**src/rtl/vps_pkg.sv**
```systemverilog
package vps_pkg;

  parameter int unsigned VPS_XLEN      = 64;
  parameter int unsigned VPS_MAX_VL    = 64;
  parameter int unsigned VPS_CR_FIELDS = 64;
  parameter int unsigned VPS_CR_BASE   = 32;

  typedef enum logic [1:0] {
    ACT_SKIP = 2'b00,
    ACT_EXEC = 2'b01,
    ACT_ZERO = 2'b10
  } act_e;

  // Integer predicate from pre-selected bits: one-hot hit and bit i of each register.
  function automatic logic int_pred(input logic [2:0] sel, input logic onehot_hit,
                                    input logic b3, input logic b10, input logic b30);
    logic res;
    case (sel)
      3'd0:    res = 1'b1;
      3'd1:    res = onehot_hit;
      3'd2:    res = b3;
      3'd3:    res = ~b3;
      3'd4:    res = b10;
      3'd5:    res = ~b10;
      3'd6:    res = b30;
      default: res = ~b30;
    endcase
    return res;
  endfunction

  // Condition predicate: sel[2:1] picks LT(3) GT(2) EQ(1) SO(0), sel[0] inverts.
  function automatic logic cr_pred(input logic [2:0] sel, input logic [3:0] field);
    logic flag;
    case (sel[2:1])
      2'd0:    flag = field[3];
      2'd1:    flag = field[2];
      2'd2:    flag = field[1];
      default: flag = field[0];
    endcase
    return flag ^ sel[0];
  endfunction

  function automatic act_e pick_act(input logic valid, input logic pass, input logic zfill);
    act_e a;
    if (!valid)     a = ACT_SKIP;
    else if (pass)  a = ACT_EXEC;
    else if (zfill) a = ACT_ZERO;
    else            a = ACT_SKIP;
    return a;
  endfunction

endpackage

```
**src/rtl/vps_ctrl.sv**
```systemverilog
module vps_ctrl #(
  parameter int unsigned MAX_VL = 64,
  localparam int unsigned IDX_W = $clog2(MAX_VL),
  localparam int unsigned VL_W  = $clog2(MAX_VL + 1)
) (
  input  logic             clk,
  input  logic             rst_n,
  input  logic             start_i,
  input  logic [VL_W-1:0]  vl_i,
  output logic             accept_o,
  output logic             busy_o,
  output logic [IDX_W-1:0] idx_o,
  output logic             last_o,
  output logic             done_o
);
  logic [VL_W-1:0]  vl_q;
  logic [IDX_W-1:0] idx_q;
  logic             busy_q;
  logic             done_q;
  logic [VL_W-1:0]  vl_eff;

  assign vl_eff   = (vl_i > VL_W'(MAX_VL)) ? VL_W'(MAX_VL) : vl_i;
  assign accept_o = start_i && !busy_q;
  assign last_o   = busy_q && (VL_W'(idx_q) == (vl_q - 1'b1));

  always_ff @(posedge clk or negedge rst_n) begin
    if (!rst_n) begin
      vl_q   <= '0;
      idx_q  <= '0;
      busy_q <= 1'b0;
      done_q <= 1'b0;
    end else begin
      done_q <= 1'b0;
      if (accept_o) begin
        vl_q  <= vl_eff;
        idx_q <= '0;
        if (vl_eff == '0) done_q <= 1'b1;
        else              busy_q <= 1'b1;
      end else if (busy_q) begin
        if (last_o) begin
          busy_q <= 1'b0;
          done_q <= 1'b1;
        end else begin
          idx_q <= idx_q + 1'b1;
        end
      end
    end
  end

  assign busy_o = busy_q;
  assign idx_o  = idx_q;
  assign done_o = done_q;
endmodule

```
**src/rtl/vps_pred.sv**
```systemverilog
module vps_pred
  import vps_pkg::*;
#(
  parameter int unsigned XLEN      = 64,
  parameter int unsigned MAX_VL    = 64,
  parameter int unsigned CR_FIELDS = 64,
  parameter int unsigned CR_BASE   = 32,
  localparam int unsigned IDX_W = $clog2(MAX_VL),
  localparam int unsigned CRS_W = $clog2(CR_FIELDS),
  localparam int unsigned CRN_W = $clog2(CR_BASE + MAX_VL + 1)
) (
  input  logic                   clk,
  input  logic                   rst_n,
  input  logic                   capture_i,
  input  logic                   kind_i,
  input  logic [2:0]             sel_i,
  input  logic                   zfill_i,
  input  logic [XLEN-1:0]        r3_i,
  input  logic [XLEN-1:0]        r10_i,
  input  logic [XLEN-1:0]        r30_i,
  input  logic [4*CR_FIELDS-1:0] cr_i,
  input  logic [IDX_W-1:0]       idx_i,
  output logic                   pass_o,
  output logic                   zfill_o,
  output logic                   kind_o,
  output logic [2:0]             sel_o,
  output logic                   cr_in_range_o
);
  logic                   kind_q, zfill_q;
  logic [2:0]             sel_q;
  logic [XLEN-1:0]        r3_q, r10_q, r30_q;
  logic [4*CR_FIELDS-1:0] cr_q;

  always_ff @(posedge clk or negedge rst_n) begin
    if (!rst_n) begin
      kind_q  <= 1'b0;
      zfill_q <= 1'b0;
      sel_q   <= '0;
      r3_q    <= '0;
      r10_q   <= '0;
      r30_q   <= '0;
      cr_q    <= '0;
    end else if (capture_i) begin
      kind_q  <= kind_i;
      zfill_q <= zfill_i;
      sel_q   <= sel_i;
      r3_q    <= r3_i;
      r10_q   <= r10_i;
      r30_q   <= r30_i;
      cr_q    <= cr_i;
    end
  end

  // integer side
  logic onehot_hit, int_ok;
  assign onehot_hit = (r3_q == XLEN'(idx_i));
  assign int_ok = int_pred(sel_q, onehot_hit, r3_q[idx_i], r10_q[idx_i], r30_q[idx_i]);

  // condition side
  logic [CRN_W-1:0] cr_num;
  logic [CRS_W-1:0] cr_pick;
  logic [3:0]       cr_field;
  logic             cr_ok;
  assign cr_num        = CRN_W'(CR_BASE) + CRN_W'(idx_i);
  assign cr_in_range_o = (cr_num < CRN_W'(CR_FIELDS));
  assign cr_pick       = cr_in_range_o ? cr_num[CRS_W-1:0] : '0;
  assign cr_field      = cr_q[{cr_pick, 2'b00} +: 4];
  assign cr_ok         = cr_in_range_o && cr_pred(sel_q, cr_field);

  assign pass_o  = kind_q ? cr_ok : int_ok;
  assign zfill_o = zfill_q;
  assign kind_o  = kind_q;
  assign sel_o   = sel_q;
endmodule

```
**src/rtl/vps_action.sv**
```systemverilog
module vps_action
  import vps_pkg::*;
(
  input  logic       valid_i,
  input  logic       pass_i,
  input  logic       zfill_i,
  output logic [1:0] act_o
);
  act_e act;
  always_comb act = pick_act(valid_i, pass_i, zfill_i);
  assign act_o = act;
endmodule

```
**src/rtl/vec_pred_sequencer.sv**
```systemverilog
module vec_pred_sequencer
  import vps_pkg::*;
#(
  parameter int unsigned XLEN      = VPS_XLEN,
  parameter int unsigned MAX_VL    = VPS_MAX_VL,
  parameter int unsigned CR_FIELDS = VPS_CR_FIELDS,
  parameter int unsigned CR_BASE   = VPS_CR_BASE,
  localparam int unsigned IDX_W = $clog2(MAX_VL),
  localparam int unsigned VL_W  = $clog2(MAX_VL + 1)
) (
  input  logic                   clk,
  input  logic                   rst_n,
  input  logic                   start,
  input  logic [VL_W-1:0]        vl,
  input  logic                   mask_kind,
  input  logic [2:0]             mask_sel,
  input  logic                   zero_fill,
  input  logic [XLEN-1:0]        gpr_r3,
  input  logic [XLEN-1:0]        gpr_r10,
  input  logic [XLEN-1:0]        gpr_r30,
  input  logic [4*CR_FIELDS-1:0] cr_fields,
  output logic                   elem_valid,
  output logic [IDX_W-1:0]       elem_idx,
  output logic [1:0]             elem_act,
  output logic                   done
);
  // named internal events
  logic             seq_accept;
  logic             seq_busy;
  logic             seq_last;
  logic [IDX_W-1:0] seq_idx;
  logic             elem_pass;
  logic             cfg_zfill;
  logic             cfg_kind;
  logic [2:0]       cfg_sel;
  logic             cr_in_range;

  vps_ctrl #(.MAX_VL(MAX_VL)) u_ctrl (
    .clk(clk), .rst_n(rst_n), .start_i(start), .vl_i(vl),
    .accept_o(seq_accept), .busy_o(seq_busy), .idx_o(seq_idx),
    .last_o(seq_last), .done_o(done)
  );

  vps_pred #(.XLEN(XLEN), .MAX_VL(MAX_VL), .CR_FIELDS(CR_FIELDS), .CR_BASE(CR_BASE)) u_pred (
    .clk(clk), .rst_n(rst_n), .capture_i(seq_accept),
    .kind_i(mask_kind), .sel_i(mask_sel), .zfill_i(zero_fill),
    .r3_i(gpr_r3), .r10_i(gpr_r10), .r30_i(gpr_r30), .cr_i(cr_fields),
    .idx_i(seq_idx), .pass_o(elem_pass), .zfill_o(cfg_zfill),
    .kind_o(cfg_kind), .sel_o(cfg_sel), .cr_in_range_o(cr_in_range)
  );

  vps_action u_act (
    .valid_i(seq_busy), .pass_i(elem_pass), .zfill_i(cfg_zfill), .act_o(elem_act)
  );

  assign elem_valid = seq_busy;
  assign elem_idx   = seq_idx;
endmodule

```
**config.mk**
```make
export PLATFORM = sky130hd
export DESIGN_NAME = vec_pred_sequencer
export DESIGN_NICKNAME = d
export VERILOG_FILES = /design/src/rtl/vps_pkg.sv /design/src/rtl/vps_ctrl.sv /design/src/rtl/vps_pred.sv /design/src/rtl/vps_action.sv /design/src/rtl/vec_pred_sequencer.sv
export SDC_FILE = /design/constraint.sdc
export NUM_CORES = 1
export LEC_CHECK = 0
export BUFFER_PORTS_ARGS = -buffer_cell sky130_fd_sc_hd__buf_2
export CAP_MARGIN = 20
export CORE_AREA = 3 3 183 185
export CTS_CLUSTER_SIZE = 24
export DETAILED_ROUTE_END_ITERATION = 12
export DIE_AREA = 0 0 186 188
export GPL_ROUTABILITY_DRIVEN = 0
export GPL_TIMING_DRIVEN = 0
export PLACE_DENSITY = 0.79
export SYNTH_ARGS = -nofsm -noshare
export SYNTH_HDL_FRONTEND = slang
export SYNTH_SLANG_ARGS = --single-unit
```
**constraint.sdc**
```tcl
create_clock -name clk -period 3.6 [get_ports clk]
set_clock_uncertainty 0.15 [all_clocks]
set_input_delay 0.54 -clock clk [delete_from_list [all_inputs] [get_ports clk]]
set_output_delay 0.54 -clock clk [all_outputs]
set_load 0.05 [all_outputs]
```
Yosys cells after proc, flatten, opt, wreduce, memory -nomap -nowiden
Index checks and enable logic that the tools add are counted.
{"block": "word_totals", "regBits": 468, "input_bits": 463, "out_inout_bits": 10, "wordCells": 68}
{"block": "op_classes", "addsub": 3, "magnitude_cmp": 3, "n_eq_ne": 12, "shifts": 1, "mux": 25, "bitwise": 4, "n_reduce_logical": 9}
{"op": "256-bit by 9-bit variable part select with 4-bit output", "n": 1}
{"op": "64-bit by 6-bit == test with 1-bit output", "n": 1}
{"op": "6-bit 2-to-1 mux", "n": 4}
{"op": "1-bit binary-select mux with 6-bit select", "n": 3}
{"op": "1-bit 2-to-1 mux", "n": 12}
{"op": "3-bit == test, second input constant", "n": 3}
{"op": "6-bit by 6-bit adder with 7-bit output, first input constant", "n": 1}
{"op": "6-bit by 7-bit == test with 1-bit output", "n": 1}
{"op": "7-bit > comparator, second input constant", "n": 1}
{"op": "7-bit logical NOT", "n": 1}
{"op": "6-bit by 7-bit < comparator with 1-bit output, second input constant", "n": 1}
{"op": "7-bit < comparator, second input constant", "n": 1}
{"op": "7-bit 2-to-1 mux", "n": 1}
{"op": "1-bit one-hot mux with 7 select lines", "n": 1}
{"op": "7-bit by 1-bit subtractor with 7-bit output, second input constant", "n": 1}
{"op": "6-bit by 1-bit adder with 6-bit output, second input constant", "n": 1}
{"op": "3-bit by 2-bit == test with 1-bit output, second input constant", "n": 2}
{"op": "2-bit 2-to-1 mux", "n": 3}
{"op": "2-bit inequality test, second input constant", "n": 2}
{"op": "3-bit by 1-bit == test with 1-bit output, second input constant", "n": 1}
{"op": "1-bit logical AND", "n": 3}
{"op": "3-bit logical NOT", "n": 1}
{"op": "1-bit inverter", "n": 3}
{"op": "1-bit one-hot mux with 3 select lines", "n": 1}
{"op": "other kinds (7)", "n": 7}

Depth between registers and ports, before layout
Gate-level depths: netlist of run 1.
{"block": "logic_depth", "word_depth": 10, "ltp_mapped": 13, "ltp_nobuf": 10}

By module
Synthesis of run 1 repeated with hierarchy kept, for this count alone.
{"block": "unflattened", "hier_cells": 1183, "hier_area_um2": 16387.0}
{"mod": "vps_pred", "instances": 1, "cells_per_inst": 1077, "area_each_um2": 15442.3}
{"mod": "vps_ctrl", "instances": 1, "cells_per_inst": 104, "area_each_um2": 928.4}
{"mod": "vps_action", "instances": 1, "cells_per_inst": 2, "area_each_um2": 16.3}

Least setup slack after synthesis of run 1
OpenSTA, ideal clock, no wires.
{"block": "synth_timing", "path_type": "register to output", "start": "reg u_ctrl.idx_q[0], in the netlist u_ctrl.idx_o[0]", "end": "out elem_act[0]", "arrival_time_ns": 3.524, "path_slack_ns": -0.614, "path_stages_with_launch": 12, "path_buffers": 3, "path_cell_list": "dfrtp_1 -> buf_6 -> buf_12 -> buf_6 -> mux2i_1 -> a21oi_1 -> a2111oi_0 -> a31oi_1 -> a32o_1 -> or4bb_1 -> and3_1 -> a31oi_1"}
{"block": "synth_between", "elab_chain_cells": 10, "elab_cells_between_ends": 21}
{"element": "start: declaration", "line_no": "vps_ctrl.sv:17", "text": "logic [IDX_W-1:0] idx_q;"}
{"element": "start signal: assignment", "line_no": "vps_ctrl.sv:44", "text": "idx_q <= idx_q + 1'b1;"}
{"element": "6-bit by 6-bit adder with 7-bit output", "line_no": "vps_pred.sv:64", "text": "assign cr_num = CRN_W'(CR_BASE) + CRN_W'(idx_i);"}
{"element": "7-bit < comparator", "line_no": "vps_pred.sv:65", "text": "assign cr_in_range_o = (cr_num < CRN_W'(CR_FIELDS));"}
{"element": "6-bit 2-to-1 mux", "line_no": "vps_pred.sv:66", "text": "assign cr_pick = cr_in_range_o ? cr_num[CRS_W-1:0] : '0;"}
{"element": "256-bit by 9-bit variable part select with 4-bit output", "line_no": "vps_pred.sv:67", "text": "assign cr_field = cr_q[{cr_pick, 2'b00} +: 4];"}
{"element": "1-bit one-hot mux with 3 select lines", "line_no": "vps_pkg.sv:34", "text": "case (sel[2:1])"}
{"element": "1-bit bitwise XOR", "line_no": "vps_pkg.sv:40", "text": "return flag ^ sel[0];"}
{"element": "1-bit logical AND", "line_no": "vps_pred.sv:68", "text": "assign cr_ok = cr_in_range_o && cr_pred(sel_q, cr_field);"}
{"element": "1-bit 2-to-1 mux (*)", "line_no": "vps_pred.sv:70", "text": "assign pass_o = kind_q ? cr_ok : int_ok;"}
{"element": "2-bit 2-to-1 mux (*)", "line_no": "vps_pkg.sv:46", "text": "else if (pass) a = ACT_EXEC;"}
{"element": "2-bit 2-to-1 mux (*)", "line_no": "vps_pkg.sv:45", "text": "if (!valid) a = ACT_SKIP;"}
{"element": "end: declaration", "line_no": "vec_pred_sequencer.sv:24", "text": "output logic [1:0] elem_act,"}
Mark *: on every way between the ends. The rest lies on a longest branch, timed or not. The select of a mux whose other input is x is not followed.

Worst setup path after layout of run 1
{"block": "layout_timing", "start": "reg u_ctrl.idx_q[0], in the netlist u_ctrl.idx_o[0]", "end": "out elem_act[1]"}
The elaborated chain is that of the path after synthesis.

==> results of run 1 <==
-- kinds of logic (layout without fill, tap and decap cells) --
logic type / Yosys count / after routing / share of synthesized area
simple gates: 1142 / 1142 / 0.276
flops: 344 / 344 / 0.522
buf+inv: 138 / 584 / 0.0375
compound gates: 123 / 123 / 0.0525
mux: 101 / 101 / 0.102
xor+xnor: 17 / 17 / 0.00902
fa+ha+maj: 2 / 2 / 0.00152
other cells: 0 / 1 / 0
-- state kept, by name (all words and copies together), names as in the netlist --
| register | count |
|---|---|
| u_ctrl.busy_o | 1 |
| u_ctrl.done_o | 1 |
| u_ctrl.idx_o | 6 |
| u_ctrl.vl_q | 7 |
| u_pred.cr_q | 132 |
| u_pred.kind_o | 1 |
| u_pred.r10_q | 64 |
| u_pred.r30_q | 64 |
| u_pred.r3_q | 64 |
| u_pred.sel_o | 3 |
| u_pred.zfill_o | 1 |
-- critical path, stage by stage, from the launching register on --
cell and delay [ns]:
dfrtp_2 0.39, buf_12 0.16, buf_16 0.18, buf_12 0.15, mux4_2 0.52, mux4_2 0.54, a31oi_2 0.19, o311a_4 0.25
nor4_4 0.04, a211oi_4 0.21, and4b_4 0.30, buf_8 0.15
-- final timing paths --
path | startpoint | cells after the start | slack (ns) | end
worst max-delay path | u_ctrl.idx_o[0] | 11 | -0.71 | elem_act[1]
worst min-delay path | cr_fields[184] | 3 | 0.04 | u_pred.cr_q[184]
worst max register to register | u_ctrl.idx_o[0] | 12 | 0.90 | u_ctrl.idx_o[5]
worst min register to register | u_pred.r10_q[23] | 2 | 0.32 | u_pred.r10_q[23]
max in group asynchronous | rst_n | 3 | 1.70 | u_pred.r30_q[50]
min in group asynchronous | rst_n | 2 | 0.46 | u_pred.r3_q[39]
-- metrics by stage --
step | hold WS [ns] | total power [mW]
detailed placement | 0.306 | 15.8
global route | 0.0459 | 22.3
global placement | 0.302 | 15.4
finish | 0.0442 | 21.2
CTS | 0.0322 | 20.4
floorplan | 0.0944 | 12.8
-- per-layer routing --
layer	routed length (um)	vias to the layer above	share of wire	global-route usage
met1	22100	7475	0.38	0.441
met5	84	-	0.0015	0
li1	-	6948	-	-
met3	6480	219	0.11	0.0774
met2	26200	984	0.45	0.500
met4	2980	12	0.052	0.127
-- area by class of cell --
cell class	instances	area, um2
fill	2617	11300
timing repair buffer	381	2150
sequential	344	8620
clock buffer	50	1060
multi-input combinational	1385	7530
antenna	1	2.50
clock inverter	16	199
buffer	124	801
inverter	13	53.8
tap	408	510
-- cells in the mapped netlist (3+ instances only) --
cell / count / area (um2)
a2111oi_0: 4 / 35.0
a211oi_1: 6 / 45.0
a21oi_1: 16 / 80.1
a221oi_1: 7 / 61.3
a22oi_1: 5 / 37.5
a31oi_1: 8 / 50.1
and2_1: 5 / 31.3
and3_1: 6 / 37.5
and3b_1: 4 / 35.0
buf_1: 10 / 37.5
buf_2: 20 / 100
buf_6: 7 / 78.8
clkbuf_1: 85 / 319
dfrtp_1: 344 / 8610
inv_1: 11 / 41.3
mux2_2: 10 / 113
mux2i_1: 38 / 380
mux4_2: 52 / 1170
nand2_1: 1021 / 3830
nand2b_1: 6 / 37.5
nand3_1: 9 / 45.0
nand3b_1: 6 / 45.0
nand4_1: 9 / 56.3
nor2_1: 19 / 71.3
nor2b_1: 10 / 62.6
nor3_1: 14 / 70.1
nor3b_1: 4 / 30.0
nor4_1: 17 / 106
o2111ai_1: 4 / 35.0
o21ai_0: 25 / 125
o21ai_1: 3 / 15.0
o221ai_1: 4 / 35.0
o22a_1: 8 / 70.1
o22ai_1: 7 / 43.8
o31ai_1: 3 / 22.5
xnor2_1: 16 / 140
-- timing repair --
item,4_1_cts,5_1_grt
pin swaps,6,8
cloned,2,1
setup endpoints to repair,2,2
hold buffers,1,0
gates resized for setup,78,55
hold endpoints to repair,93,0
setup buffers,17,10
-- power groups by stage --
stage | sequential, mW | clock (mW) | combinational, mW
after floorplan | 6.86 | 0 | 5.93
after CTS | 7.17 | 3.96 | 9.29
after global routing | 7.47 | 4.13 | 10.7
final | 7.31 | 3.95 | 9.90
after global placement | 7.09 | 0 | 8.33
after detailed placement | 7.20 | 0 | 8.55
==> flow_metrics.tcl, run 1 <==
set metrics [dict create \
    grt_max_degree 127 \
    drive_above_1_share 0.257 \
    pin_count 473 \
    p_sw_mw 8.67 \
    seq_area_frac_synth 0.522 \
    setup_viol 2 \
    endpoint_kind "output pin" \
    synth_ff_type "dfrtp_1" \
    finalMaxSlewViolations 0 \
    peakVddDrop_uv 530 \
    switching_share 0.410 \
    grt_antenna_before_repair 6 \
    syn_inst 1867 \
    tightest_slew_ns 0.955 \
    post-route-period-util 1.20 \
    place_ws_ns -0.898 \
    dpl.hpwl_um 41800 \
    path_class "reg2out" \
    stdcell_count 2722 \
    violations "setup timing" \
    final_core_util 0.649 \
    clkLatencyLatePin_ns 0.53 \
    drtIter0Drc 1885 \
    fin_crit_ns 4.31 \
    routed_wl_um 57800 \
    dp_cells 2625 \
    final_cell_mix "nand2_1 (1021), buf_2 (349), dfrtp_1 (338)" \
    drt_pass1_iterations 6 \
    dieHeight_um 188 \
    worstPathRequired_ns 2.91 \
    clock_path_buffers 3 \
    clkPwrFrac 0.187 \
    comb_power_share 0.468 \
    crit_path_max_fanout 8 \
    postLayoutSetupSlackWorst_ns -0.713 \
    design_area_mm2 0.0209 \
    placed_area_mm2 0.0189 \
    grt_pass1_wl_um 85400 \
    cts-root-buf "clkbuf_16" \
    ys_types 71 \
    dr_total_vias 15600 \
    rsz0062_at_grt "yes" \
    hold_viol 0 \
    grt_pass1_vias 15400 \
    start_util 0.512 \
    wl_per_cell_um 21.2 \
    final_common_cell "nand2_1" \
    row_count 66 \
    synth_seq_cells 344 \
    numCtsBuffers 38 \
    cap_violations 0 \
    pwr-share-seq 0.345 \
    die-area_mm2 0.0350 \
    drc 0 \
    ant_nets 0 \
    coreArea_mm2 0.0322 \
    synth.avg_cell_area_um2 8.84 \
    track_usage 0.322 \
    grt.overflow.total 0 \
    synth_fp_nets 2332 \
    die_w_um 186 \
    hold_class "in2reg" \
    synth_warnings 0 \
    p_leak_nw 10.9 \
    area_growth_pct 26.7 \
    crit_arrival_ns 3.62 \
    internal_power_mw 12.5 \
    synth-async-reset-ratio 1.00 \
    htree_levels 2 \
    viasPerCell 5.75 \
    relSlewSlack 0.363 \
    timing.fmax_mhz 232 \
    clkSinkCount 344 \
    synth-edff-count 0 \
    numPortBuffers 348 \
    cts_tree "done" \
    finalSetupTns_ns -1.42 \
    status "complete, but fails checks" \
    p_per_area_mw_per_mm2 1010 \
    worst_setup_path_start_kind "flop" \
    clkSlewWorstSetupHoldPaths_ns 0.06 \
    final_nets 2752 \
    syn-cell-area_mm2 0.0165 \
]
Note: power is estimated with default switching activity, not from simulation.
==> inputs of run 2 (changes only) <==
--- a/config.mk
+++ b/config.mk
@@ -7,13 +7,13 @@
 export LEC_CHECK = 0
 export BUFFER_PORTS_ARGS = -buffer_cell sky130_fd_sc_hd__buf_2
 export CAP_MARGIN = 20
-export CORE_AREA = 3 3 183 185
+export CORE_AREA = 3 3 192 194
 export CTS_CLUSTER_SIZE = 24
 export DETAILED_ROUTE_END_ITERATION = 12
-export DIE_AREA = 0 0 186 188
+export DIE_AREA = 0 0 195 197
 export GPL_ROUTABILITY_DRIVEN = 0
 export GPL_TIMING_DRIVEN = 0
-export PLACE_DENSITY = 0.79
+export PLACE_DENSITY = 0.75
 export SYNTH_ARGS = -nofsm -noshare
 export SYNTH_HDL_FRONTEND = slang
 export SYNTH_SLANG_ARGS = --single-unit
==> constraint.sdc (replaced) <==
create_clock -name clk -period 3.9 [get_ports clk]
set_clock_uncertainty 0.15 [all_clocks]
set_input_delay 0.585 -clock clk [delete_from_list [all_inputs] [get_ports clk]]
set_output_delay 0.585 -clock clk [all_outputs]
set_load 0.05 [all_outputs]
==> flow_metrics.tcl, run 2 (same netlist as run 1, synthesis figures left out) <==
set metrics [dict create \
    timing.rr.start "u_ctrl.idx_o[2]" \
    stdcell_count 2774 \
    setup_viol 2 \
    drive_above_1_share 0.253 \
    cap_violations 0 \
    design_area_mm2 0.0209 \
    tightest_slew_ns 0.944 \
    pin_count 473 \
    final_cell_mix "nand2_1 (1021), buf_2 (350), dfrtp_1 (341)" \
    endpoint_kind "output pin" \
    die_w_um 195 \
    crit_path_max_fanout 10 \
    fin_crit_ns 4.42 \
    placed_area_mm2 0.0189 \
    clkSinkCount 344 \
    routed_wl_um 59100 \
    numPortBuffers 348 \
    post-route-period-util 1.13 \
    holdWs_ns 0.0337 \
    top_register "u_pred.cr_q" \
    die-area_mm2 0.0384 \
    grt.overflow.total 0 \
    clkLatencyLatePin_ns 0.53 \
    drtIter0Drc 1508 \
    start_util 0.466 \
    violations "setup timing" \
    final_common_cell "nand2_1" \
    antenna-diode-count 0 \
    grt_pass1_vias 15500 \
    p_per_area_mw_per_mm2 932 \
    dpl.hpwl_um 42900 \
    largest_reg_flops 132 \
    timing.fmax_mhz 226 \
    dieHeight_um 197 \
    htree_levels 2 \
    place_ws_ns -0.762 \
    dp_cells 2678 \
    rsz0062_at_grt "yes" \
    ant_nets 0 \
    grt_pass1_wl_um 89000 \
    finalMaxSlewViolations 0 \
    area_growth_pct 26.9 \
    fillers 3099 \
    row_count 69 \
    drc 0 \
    clkSlewWorstSetupHoldPaths_ns 0.07 \
    cts_tree "done" \
    startpoint "u_ctrl.idx_o[5]" \
    viasPerCell 5.56 \
    clock_path_buffers 3 \
    crit_arrival_ns 3.68 \
    track_usage 0.302 \
    hold_class "in2async" \
    grt_max_degree 118 \
    drt_pass1_iterations 5 \
    coreArea_mm2 0.0354 \
    path_class "reg2out" \
    p_leak_nw 10.9 \
    worstPathRequired_ns 3.16 \
    wl_per_cell_um 21.3 \
    status "complete, but fails checks" \
    dr_total_vias 15400 \
    relSlewSlack 0.371 \
    hold_viol 0 \
    final_core_util 0.591 \
    peakVddDrop_uv 702 \
    cts_hold_buf 0 \
    grt_antenna_before_repair 3 \
    final_nets 2752 \
    worst_setup_path_start_kind "flop" \
    numCtsBuffers 38 \
    postLayoutSetupSlackWorst_ns -0.518 \
    cts-root-buf "clkbuf_16" \
]
## run 2: per-stage QoR
stage / total power [mW] / TNS, ns
floorplan: 11.7 / -0.103
global placement: 14.3 / -1474.07
detailed placement: 14.6 / -1.47
CTS: 19.3 / -0.830
global route: 20.6 / -1.16
finish: 19.5 / -0.959
## run 2: what timing repair did
action                                 CTS  global route
endpoints found under the hold margin    0             0
cloned                                   5             0
gates resized for setup                122             1
pin swaps                               18             1
setup endpoints to repair                2             2
setup buffers                           24             1
## run 2: routing by layer
| metal | vias up | part of all wire | track usage | wire [um] |
|---|---|---|---|---|
| met2 | 825 | 0.47 | 0.490 | 27600 |
| met1 | 7500 | 0.40 | 0.413 | 23700 |
| li1 | 6942 | - | - | - |
| met5 | - | 0.00069 | 0 | 41 |
| met4 | 6 | 0.037 | 0.110 | 2180 |
| met3 | 145 | 0.094 | 0.0515 | 5560 |
## run 2: final timing paths
path | slack (ns) | cells after the start | end
setup / recovery | -0.52 | 10 | elem_act[1]
hold / removal | 0.03 | 1 | u_pred.r3_q[39]
setup reg to reg | 1.06 | 10 | u_ctrl.idx_o[5]
hold reg to reg | 0.32 | 2 | u_pred.r30_q[57]
max in group asynchronous | 2.43 | 2 | u_pred.cr_q[212]
min in group clk | 0.10 | 3 | u_pred.cr_q[171]
## run 2: area by class of cell
type	count	area, um2	area share
well taps	461	577	0.0276
repair buffers	380	2210	0.106
clock inverters	14	170	0.00813
multi-input cells	1385	7500	0.358
inverters	13	52.6	0.00251
clock buffers	52	1050	0.0503
flip-flops and latches	344	8610	0.411
plain buffers	125	757	0.0362
## run 2: critical path: stages (launching register included)
cell      delay (ns)
dfrtp_2         0.48
nand2b_1        0.31
clkbuf_2        0.31
o22a_1          0.22
o21ai_0         0.28
a31oi_1         0.15
a32o_2          0.27
or4bb_1         0.49
and3_4          0.22
and4b_2         0.27
buf_8           0.16
## run 2: where the power goes
part	total [mW]	internal [mW]	switching [mW]
Combinational	9.25	3.97	5.28
Sequential	6.70	5.42	1.28
Clock	3.56	2.10	1.46
Total	19.5	11.5	8.03
==> inputs of run 3 (changes only) <==
--- a/config.mk
+++ b/config.mk
@@ -5,12 +5,13 @@
 export SDC_FILE = /design/constraint.sdc
 export NUM_CORES = 1
 export LEC_CHECK = 0
+export ABC_AREA = 1
 export BUFFER_PORTS_ARGS = -buffer_cell sky130_fd_sc_hd__buf_2
 export CAP_MARGIN = 20
-export CORE_AREA = 3 3 192 194
+export CORE_AREA = 3 3 194 196
 export CTS_CLUSTER_SIZE = 24
 export DETAILED_ROUTE_END_ITERATION = 12
-export DIE_AREA = 0 0 195 197
+export DIE_AREA = 0 0 197 199
 export GPL_ROUTABILITY_DRIVEN = 0
 export GPL_TIMING_DRIVEN = 0
 export PLACE_DENSITY = 0.75
==> flow_metrics.tcl, run 3 <==
set metrics [dict create \
    status "finished, final reports clean" \
    synth_area_leaders "dfrtp_1 (51%), nand2_1 (26%), nand3_1 (6.6%)" \
    drive_above_1_share 0.183 \
    ant_nets 0 \
    dr_total_vias 17300 \
    tightest_slew_ns 1.15 \
    row_count 70 \
    numCtsBuffers 38 \
    place_ws_ns 0.136 \
    worstPathRequired_ns 3.16 \
    routed_wl_um 61200 \
    die-area_mm2 0.0392 \
    postLayoutSetupSlackWorst_ns 0.0778 \
    endpoint_kind "output pin" \
    cts-root-buf "clkbuf_16" \
    met1_usage 0.402 \
    crit_path_max_fanout 10 \
    largest_reg_flops 132 \
    clkLatencyLatePin_ns 0.54 \
    power.total_mw 18.0 \
    synth-async-reset-ratio 1.00 \
    critical-path-slowest-cell "clkbuf_1" \
    clkSinkCount 344 \
    syn_inst 2310 \
    drc 0 \
    drtIter0Drc 1763 \
    synth_seq_cells 344 \
    placed_area_mm2 0.0192 \
    cp_cell_sequence "inv_2 -> clkbuf_1 -> nand3_1 -> nand2_1 -> nand3_1 -> nand3_1 -> nand2_1 -> nor2_1 -> nand2_1 -> nand2_2 -> nand2_1 -> nor2_2 -> buf_6" \
    hold_class "in2reg" \
    numPortBuffers 348 \
    p_per_area_mw_per_mm2 866 \
    yosys.area.top_type "dfrtp_1" \
    cpMostUsedCell "nand2_1" \
    hold_viol 0 \
    peakVddDrop_uv 383 \
    wl_per_cell_um 19.1 \
    htree_levels 2 \
    dp_cells 3130 \
    pin_count 473 \
    track_usage 0.305 \
    synth_most_common_cell "nand2_1" \
    synth_ff_type "dfrtp_1" \
    setup_viol 0 \
    synth_common_cells "nand2_1 (1149), dfrtp_1 (344), nand3_1 (221)" \
    final_nets 3171 \
    finalMaxSlewViolations 0 \
    busiest_layer "met2" \
    dpl.hpwl_um 45400 \
    grt_use_met2 0.485 \
    finalSetupTns_ns 0 \
    cap_violations 0 \
    grt_max_degree 112 \
    stdcell_count 3199 \
    design_area_mm2 0.0208 \
    top_register "u_pred.cr_q" \
    grt.overflow.total 0 \
    area_growth_pct 23.5 \
    synth_fp_nets 2775 \
    drt_pass1_iterations 6 \
    synth-edff-count 0 \
    grt_pass1_wl_um 92200 \
    path_class "reg2out" \
    synth.avg_cell_area_um2 7.28 \
    coreArea_mm2 0.0363 \
    antenna-diode-count 0 \
    cts_tree "done" \
    clock_path_buffers 3 \
    p_leak_nw 11.1 \
    synth_warnings 0 \
    crit_arrival_ns 3.09 \
    cpPeakStageDelay_ns 0.56 \
    post-route-period-util 0.980 \
    seq_area_frac_synth 0.512 \
    final_common_cell "nand2_1" \
    relSlewSlack 0.236 \
    timing.fmax_mhz 262 \
    ys_types 30 \
    grt_antenna_before_repair 1 \
    viasPerCell 5.41 \
    grt_use_met3 0.0578 \
    syn-cell-area_mm2 0.0168 \
    clkSlewWorstSetupHoldPaths_ns 0.06 \
    synth_top_area_share 0.512 \
    final_cell_mix "nand2_1 (1148), buf_2 (358), dfrtp_1 (341)" \
    worst_setup_path_start_kind "flop" \
    start_util 0.463 \
    die_w_um 197 \
    fin_crit_ns 3.82 \
    grt_pass1_vias 16800 \
    dieHeight_um 199 \
]
==> run 3: layout make-up <==
| class | instances | area, um2 |
|---|---|---|
| well taps | 468 | 586 |
| clock inverters | 11 | 158 |
| fillers | 3413 | 15500 |
| clock buffers | 54 | 1080 |
| inverters | 99 | 382 |
| multi-input cells | 1724 | 7240 |
| plain buffers | 143 | 815 |
| flip-flops and latches | 344 | 8610 |
| repair buffers | 356 | 1890 |
==> run 3: what timing repair did <==
item / 4_1_cts / 5_1_grt
endpoints found under the hold margin: 51 / 0
gates resized for setup: 38 / 79
setup endpoints to repair: 2 / 2
pin swaps: 1 / 2
buffers inserted: 2 / 1
hold buffers: 1 / 0
==> run 3: through the flow <==
step / util / hold WS, ns
floorplan: - / 0.139
global placement: 0.528 / 0.308
detailed placement: 0.531 / 0.310
CTS: 0.568 / 0.0805
global route: 0.573 / 0.0929
finish: 0.573 / 0.0877
==> run 3: per-layer routing <==
metal | share of wire | up-vias | routed length (um)
li1 | - | 8031 | -
met1 | 0.39 | 8051 | 23600
met2 | 0.45 | 1027 | 27500
met3 | 0.11 | 204 | 6680
met4 | 0.055 | 2 | 3370
met5 | 0.00023 | - | 14
==> run 3: kinds of logic after synthesis <==
kind of cell	Yosys count	share of synthesized area
AND/OR/NAND/NOR	1528	0.362
flip-flops	344	0.512
buffers and inverters	242	0.0602
AO/OA/AOI/OAI	181	0.0573
XOR/XNOR	13	0.00677
adder cells (fa/ha/maj)	2	0.00149
==> run 3: path summary, 6_finish.rpt <==
path                                   from                to  slack [ns]  depth (start not counted)
max                         u_ctrl.idx_o[3]       elem_act[1]        0.08                         13
max in group asynchronous             rst_n   u_ctrl.idx_o[5]        1.94                          4
max reg2reg                   u_ctrl.busy_o  u_pred.cr_q[245]        0.98                          7
min reg2reg                u_pred.r10_q[43]  u_pred.r10_q[43]        0.33                          2
min                            cr_fields[3]    u_pred.cr_q[3]        0.09                          3
min in group asynchronous             rst_n  u_pred.r10_q[15]        0.41                          2
==> run 3: where the power goes <==
| part | internal [mW] | switching, mW | total, mW |
|---|---|---|---|
| logic | 2.77 | 5.26 | 8.03 |
| registers | 5.25 | 1.09 | 6.34 |
| clock network | 2.13 | 1.48 | 3.62 |
==> run 3: critical path, delay by kind of cell, from the launching register on <==
family,cells,cell delay [ns]
simple gates,10,1.09
buf+inv,3,1.00
flops,1,0.47
